**src/rtl/acc_alu_pkg.sv**
```systemverilog
package acc_alu_pkg;

  typedef enum logic [2:0] {
    OP_ADC = 3'b000,
    OP_SBC = 3'b001,
    OP_INC = 3'b010,
    OP_DEC = 3'b011,
    OP_AND = 3'b100,
    OP_OR  = 3'b101,
    OP_XOR = 3'b110,
    OP_SHR = 3'b111
  } alu_op_e;

  // Logic-path sub-selects (low two mode bits when mode[2] is set)
  localparam logic [1:0] LSEL_AND = 2'b00;
  localparam logic [1:0] LSEL_OR  = 2'b01;
  localparam logic [1:0] LSEL_XOR = 2'b10;
  localparam logic [1:0] LSEL_SHR = 2'b11;

endpackage

```
**src/rtl/acc_alu_arith.sv**
```systemverilog
module acc_alu_arith #(
  parameter int W = 8
) (
  input  logic [W-1:0] a,
  input  logic [W-1:0] b,
  input  logic [1:0]   sub_mode,
  input  logic         cmp,
  input  logic         carry_q,
  output logic [W-1:0] sum,
  output logic         cout
);

  // Full-width add with carry-in; top bit is the carry out
  function automatic logic [W:0] add_with_cin(input logic [W-1:0] x,
                                              input logic [W-1:0] y,
                                              input logic         c);
    return {1'b0, x} + {1'b0, y} + {{W{1'b0}}, c};
  endfunction

  logic         zero_b;   // replace B by zero (increment/decrement)
  logic         invert_b; // ones' complement of the conditioned B
  logic [W-1:0] b_cond;
  logic         cin;
  logic [W:0]   wide;

  always_comb begin
    zero_b   = sub_mode[1] & ~cmp;
    invert_b = sub_mode[0] | cmp;
    b_cond   = zero_b ? '0 : b;
    b_cond   = invert_b ? ~b_cond : b_cond;
    if (cmp)              cin = 1'b1;
    else if (sub_mode[1]) cin = ~sub_mode[0];
    else                  cin = carry_q;
    wide = add_with_cin(a, b_cond, cin);
  end

  assign sum  = wide[W-1:0];
  assign cout = wide[W];

endmodule

```
**src/rtl/acc_alu_logic.sv**
```systemverilog
module acc_alu_logic
  import acc_alu_pkg::*;
#(
  parameter int W = 8
) (
  input  logic [W-1:0] a,
  input  logic [W-1:0] b,
  input  logic [1:0]   lsel,
  input  logic         carry_q,
  output logic [W-1:0] lout,
  output logic         shift_out
);

  function automatic logic [W-1:0] shr_through(input logic [W-1:0] x,
                                               input logic         c);
    return {c, x[W-1:1]};
  endfunction

  always_comb begin
    unique case (lsel)
      LSEL_AND: lout = a & b;
      LSEL_OR:  lout = a | b;
      LSEL_XOR: lout = a ^ b;
      default:  lout = shr_through(a, carry_q);
    endcase
  end

  assign shift_out = a[0];

endmodule

```
**src/rtl/acc_alu.sv**
```systemverilog
module acc_alu
  import acc_alu_pkg::*;
#(
  parameter int W = 8
) (
  input  logic         clk,
  input  logic         rst_n,
  input  logic [W-1:0] data_in,
  input  logic         load_b,
  input  logic         op_go,
  input  logic [2:0]   mode,
  input  logic         cmp_en,
  input  logic         carry_set,
  input  logic         carry_clr,
  output logic [W-1:0] result,
  output logic         zero_flag,
  output logic         carry_flag
);

  alu_op_e      op;
  logic [W-1:0] b_q;
  logic [W-1:0] res_q;
  logic         z_q;
  logic         c_q;

  logic [W-1:0] arith_sum;
  logic         arith_cout;
  logic [W-1:0] logic_val;
  logic         shift_cout;

  // Named internal events for the checker
  logic         use_logic;   // logic path drives the produced value
  logic         res_write;   // result register captures this edge
  logic         flag_update; // flags follow an operation this edge
  logic [W-1:0] produced;
  logic         c_d;

  assign op = alu_op_e'(mode);

  acc_alu_arith #(.W(W)) u_arith (
    .a        (data_in),
    .b        (b_q),
    .sub_mode (mode[1:0]),
    .cmp      (cmp_en),
    .carry_q  (c_q),
    .sum      (arith_sum),
    .cout     (arith_cout)
  );

  acc_alu_logic #(.W(W)) u_logic (
    .a         (data_in),
    .b         (b_q),
    .lsel      (mode[1:0]),
    .carry_q   (c_q),
    .lout      (logic_val),
    .shift_out (shift_cout)
  );

  assign use_logic   = mode[2] & ~cmp_en;
  assign produced    = use_logic ? logic_val : arith_sum;
  assign res_write   = op_go & ~cmp_en;
  assign flag_update = op_go;

  always_comb begin
    c_d = c_q;
    if (flag_update) begin
      if (!use_logic)        c_d = arith_cout;
      else if (op == OP_SHR) c_d = shift_cout;
    end else if (carry_clr) begin
      c_d = 1'b0;
    end else if (carry_set) begin
      c_d = 1'b1;
    end
  end

  always_ff @(posedge clk) begin
    if (!rst_n) begin
      b_q   <= '0;
      res_q <= '0;
      z_q   <= 1'b0;
      c_q   <= 1'b0;
    end else begin
      if (load_b)      b_q   <= data_in;
      if (res_write)   res_q <= produced;
      if (flag_update) z_q   <= (produced == '0);
      c_q <= c_d;
    end
  end

  assign result     = res_q;
  assign zero_flag  = z_q;
  assign carry_flag = c_q;

endmodule

```
**config.mk**
```make
export PLATFORM = sky130hd
export DESIGN_NAME = acc_alu
export DESIGN_NICKNAME = d
export VERILOG_FILES = /design/src/rtl/acc_alu_pkg.sv /design/src/rtl/acc_alu_arith.sv /design/src/rtl/acc_alu_logic.sv /design/src/rtl/acc_alu.sv
export SDC_FILE = /design/constraint.sdc
export NUM_CORES = 1
export LEC_CHECK = 0
export BUFFER_PORTS_ARGS = -buffer_cell sky130_fd_sc_hd__buf_2
export CAP_MARGIN = 20
export CORE_MARGIN = 2
export CORE_UTILIZATION = 55
export CTS_CLUSTER_DIAMETER = 40
export DETAILED_ROUTE_END_ITERATION = 8
export GPL_TIMING_DRIVEN = 0
export PLACE_DENSITY_LB_ADDON = 0.3
export SKIP_LAST_GASP = 1
export SYNTH_ARGS = -nofsm -noshare
export SYNTH_HDL_FRONTEND = slang
export SYNTH_SLANG_ARGS = --single-unit
```
**constraint.sdc**
```tcl
create_clock -name clk -period 5.8 [get_ports clk]
set_input_delay 0.58 -clock clk [delete_from_list [all_inputs] [get_ports clk]]
set_output_delay 0.58 -clock clk [all_outputs]
set_load 0.02 [all_outputs]
```
-- Yosys cells after proc, flatten, opt, wreduce, memory -nomap -nowiden
Index checks and enable logic that the tools add are counted.
- $add $sub $neg: 2
- eq/ne operators: 4
- multiplexer cells: 11
- bitwise logic cells: 10
- reduce and logical (&&, ||, !) cells: 4
- operator list (kind ; count):
    8-bit two-way mux ; 3
    8-bit case mux with 3 select lines ; 1
    8-bit by 8-bit adder with 9-bit output ; 1
    9-bit by 1-bit adder with 9-bit output ; 1
    8-bit AND ; 1
    8-bit logical NOT ; 1
    8-bit inverter ; 1
    8-bit OR ; 1
    8-bit bitwise XOR ; 1
    1-bit two-way mux ; 7
    1-bit AND ; 3
    3-bit equality test (second input constant) ; 1
    3-bit by 2-bit != test with 1-bit output (second input constant) ; 1
    3-bit nonzero test ; 1
    2-bit by 1-bit equality test with 1-bit output (second input constant) ; 1
    2-bit equality test (second input constant) ; 1
    2-bit logical NOT ; 1
    1-bit inverter ; 2
    2-bit AND reduction ; 1
    1-bit OR ; 1
- register bits: 18
- bits of input ports: 18
- output and inout port bits: 10
- word-level logic and storage cells: 35

-- Longest topological paths before layout
- depth after elaboration: 9
- mapped depth: 15
- depth with buffers taken out: 12

-- By module
Synthesis repeated with hierarchy kept, for this count alone.
- cells, all modules: 206
- area total of the unflattened synthesis: 1745.4 um^2
- by module, submodules not included (module ; instances ; cells each ; area each (um^2) ; seq. area each (um^2)):
    acc_alu ; 1 ; 90 ; 803.3 ; 360.3
    acc_alu_logic ; 1 ; 51 ; 500.5 ; 0.0
    acc_alu_arith ; 1 ; 65 ; 441.7 ; 0.0

-- Worst setup path before layout
No wires, ideal clock.
- path type: input-to-reg
- from: input mode[1]
- to: register z_q, in the netlist zero_flag
- setup time: 0.115 ns
- arrival time: 3.265 ns
- data required time: 5.685 ns
- slack: 2.420 ns
- stages on the path: 15
- buffers on the path: 3
- path through: buf_6 buf_2 and2_1 buf_2 a21oi_1 o22a_1 fa_1 inv_1 fa_1 a211oi_1 o21ai_0 or4b_1 nand3_1 nand3b_1 o21ai_2
- word-level cells in the longest chain between the ends: 8
- elaborated cells on any way between the ends: 14
- those cells by class: add/sub (2); eq/ne (2); mux (6); bitwise (2); reduce/logical (2)
- ends and longest elaborated chain (what ; line ; text):
    from (decl) ; acc_alu.sv:11 ; input logic [2:0] mode,
    1-bit AND ; acc_alu_arith.sv:27 ; zero_b = sub_mode[1] & ~cmp;
    8-bit two-way mux ; acc_alu_arith.sv:29 ; b_cond = zero_b ? '0 : b;
    8-bit inverter ; acc_alu_arith.sv:30 ; b_cond = invert_b ? ~b_cond : b_cond;
    8-bit two-way mux ; acc_alu_arith.sv:30 ;
    8-bit by 8-bit adder with 9-bit output ; acc_alu_arith.sv:17 ; return {1'b0, x} + {1'b0, y} + {{W{1'b0}}, c};
    9-bit by 1-bit adder with 9-bit output ; acc_alu_arith.sv:17 ;
    8-bit two-way mux * ; acc_alu.sv:60 ; assign produced = use_logic ? logic_val : arith_sum;
    8-bit logical NOT * ; acc_alu.sv:85 ; if (flag_update) z_q <= (produced == '0);
    to (signal assigned) ; acc_alu.sv:85 ;
    to (decl) ; acc_alu.sv:23 ; logic z_q;
Every way passes the cells marked *; elsewhere a longest branch is shown, timed or not.
A chain may end at the register's enable or synchronous reset.

-- Worst setup path after layout
- from: input mode[0]
- to: register z_q, in the netlist zero_flag
- word-level cells in the longest chain between the ends: 6
- elaborated cells on any way between the ends: 13
- those cells by class: add/sub (2); eq/ne (2); mux (5); bitwise (2); reduce/logical (2)
- ends and longest elaborated chain (what ; line):
    1-bit OR or 1-bit inverter (tied branches) ; acc_alu_arith.sv:28, acc_alu_arith.sv:32
    8-bit two-way mux or 1-bit two-way mux (tied branches) ; acc_alu_arith.sv:30, acc_alu_arith.sv:32
    8-bit by 8-bit adder with 9-bit output or 1-bit two-way mux (tied branches) ; acc_alu_arith.sv:17, acc_alu_arith.sv:31
    9-bit by 1-bit adder with 9-bit output ; acc_alu_arith.sv:17
    8-bit two-way mux * ; acc_alu.sv:60
    8-bit logical NOT * ; acc_alu.sv:85
Marked as above.

==> results.md <==
- Run status: completed
- Slew margin rel.: 59.6%
- Number of maximum-capacitance constraint violations: 0
- Biggest area contributors in the synthesized netlist: dfxtp_1 (20%), ha_1 (16%), mux4_2 (6.2%)
- Pwr dens: 179 nW/um^2
- Antenna violations before repair: 0
- Dpl ws: between 1500 and 2000 ps
- Data arrival at the endpoint of the critical path: 3730 ps
- Final core area utilization: 65.2%
- Via count of the first global-routing pass: 1557
- GRT overflow: 0
- Syn Std Cell Area: 1820 sq um
- Width of the die: 61.6 um
- Biggest area consumer among synthesized cells: dfxtp_1
- Number of setup violations in the final report: 0
- Wire length after detailed routing: 4.33 mm
- Synthesized instance count: 218
- Share of cells above drive strength 1: 15.9%
- CTS buffer count: 3
- Minimum clock period after layout: 3510 ps
- Final worst-path cycle share: 60.5%
- Final HPWL from detailed placement: 3.39 mm
- Sequential cell area fraction in the yosys report: 19.8%
- Die span in y: 61.6 um
- Clock latency reported for the late side of the worst-skew pair: 310 ps
- Area of the core region: 3100 sq um
- Transition time at the pin with the least slew margin: 606 ps
- Average vias per placed instance: 6.00
- Crit. End Element: flop
- Standard-cell row count: 20
- Average wire per cell in the routed design: 15.0 um
- Worst Path Max Fanout: 10
- Starting Density: slightly below 60%
- Global placer's final weighted congestion: 0.910
- Sink Count: 18
- Commonest cells after routing, fill and taps aside: buf_2 (27), inv_1 (26), ha_1 (23)
- Global-route wire length before repair: 7.14 mm
- Static Leakage: 0.950 nW
- Number of flops mapped to enable cells by yosys: 0
- CP Launch Type: input port
- Antenna viol nets, final: 0
- Area of all placed cells without fillers: between 2000 and 2500 sq um
- DIE AREA: about 3800 sq um
- Kind of critical path: in -> reg
- Worst Slack Setup Final: 2290 ps
- Ys Warns: 0
- Final hold violations: 0
- IO Pins: 28
- Largest net degree at the start of global routing: 11
- Max-slew violations: 0
- Maximum clock frequency: 0.285 GHz
- Prevailing post-synth register cell: dfxtp_1
- Final layout net count: 290
- Post-synthesis sequential element count: 18
- CTS root buf: clkbuf_4
- Number of iterations in the first detailed-routing pass: 4
- Resized Gates After CTS: 0
- Syn avg cell area: 8.37 sq um
- CTS tree: built
- GRT Overall Usage: between 20% and 30%
- Antenna diodes: 0
- Violation count after the first detailed-route iteration: 80
- Net count of the mapped netlist: 261
- Via count of the routed design: 1733
- Final sum of negative setup slack: 0 ps
- Post-CTS clock slew at the launch and capture registers of the worst setup and hold paths: roughly 120 ps
- Number of buffers between clock root and the deepest sink: 2
- Setup repair after global routing missed its margin: no
- Required @ worst endpoint: ~6000 ps
- Cell Area, Placed: 2000 sq um
- Clock tree skew after final layout: 6.70 ps
- Port Buffer Count: 24
- Most common cell after layout, fill and taps aside: buf_2
- Number of library cell types mapped by synthesis: 40
- Peak ir drop on the vdd network: between 100 and 150 uV
- Signed area change from the synthesized netlist to the final layout: 10.8%
- Fraction of synthesized cell area taken by the top area cell type: approximately a fifth
- Post-synth ARST share: 0%
- Post-route DRC: 0
- CTS H-tree depth: 1
- Setup Fix Bufs, Post-CTS: 0
- Hold buffer count at CTS: 0
- Class of the worst hold path: reg -> reg
==> flip-flops by register name, summed over array words and instances, names as in the netlist <==
name and count:
zero_flag 1, b_q 8, result 8, carry_flag 1
==> final cells by class <==
class | instances | area [sq um]
flip-flops and latches | 18 | 360
well taps | 44 | 55.1
fillers | 295 | 1080
inverters | 26 | 97.6
clock buffers | 3 | 22.5
repair buffers | 24 | 120
multi-input cells | 162 | 1310
plain buffers | 12 | 56.3
==> logic make-up (layout without fill, tap and decap cells) <==
group,Yosys count,in the layout,share of synthesized area [%]
AOI/OAI and AO/OA,59,59,21.3
xor gates and xnor gates,1,1,0.480
and+or+nand+nor,60,60,17.5
buffers and inverters,38,65,8.44
DFF,18,18,19.8
adders and majority gates,25,25,18.0
muxes,17,17,14.6
==> metal layers <==
layer	up-vias	share of wire, %	global-route usage, %
met1	810	45	33.5
met4	0	2.1	9.73
met3	10	6.1	2.52
met2	74	47	44.1
met5	-	0	0
li1	839	-	-
==> worst paths after layout <==
| kind | startpoint | endpoint | slack (ps) | cells past startpoint |
|---|---|---|---|---|
| worst max-delay path | mode[0] | zero_flag | 2290 | 14 |
| worst min-delay path | result[2] | result[2] | 480 | 2 |
| worst max register to register | b_q[0] | zero_flag | 3070 | 11 |
| worst min register to register | result[2] | result[2] | 480 | 2 |
==> where the power goes <==
part / internal, mW / total, mW / switching (mW)
Combinational: 0.0669 / 0.154 / 0.0867
Clock: 0.0243 / 0.0688 / 0.0445
Sequential: 0.132 / 0.139 / 0.00691
==> stage by stage <==
stage               cells  power (mW)  hold slack (ps)
global route          289       0.383              513
CTS                   289       0.360              484
floorplan             218       0.252              536
finish                289       0.361              477
detailed placement    286       0.294              469
global placement      286       0.288              455
==> critical path, cell delays in order <==
cell	delay (ps)
buf_2	120
clkbuf_1	410
nor2_1	260
a21oi_1	200
o22a_1	170
fa_1	230
inv_1	70
fa_1	420
a211oi_1	310
o21ai_0	190
or4b_1	490
nand3_1	110
nand3b_1	120
o21ai_2	50
==> synthesized netlist by cell type, types with 2 or more instances <==
| cell | number |
|---|---|
| inv_1 | 26 |
| ha_1 | 23 |
| dfxtp_1 | 18 |
| a21oi_1 | 17 |
| nor2_1 | 13 |
| nor2b_1 | 13 |
| nand2_1 | 12 |
| o21ai_0 | 11 |
| mux2i_1 | 9 |
| clkbuf_1 | 8 |
| o22ai_1 | 7 |
| a211oi_1 | 5 |
| mux4_2 | 5 |
| nand3b_1 | 5 |
| nand3_1 | 4 |
| nor3_1 | 4 |
| o211a_1 | 4 |
| buf_2 | 3 |
| a21boi_0 | 2 |
| a31oi_1 | 2 |
| and2_1 | 2 |
| and4_1 | 2 |
| fa_1 | 2 |
| mux4_1 | 2 |
| nand2b_1 | 2 |
| o211ai_1 | 2 |
| o31a_1 | 2 |
Power figures use the tool's default switching activity.
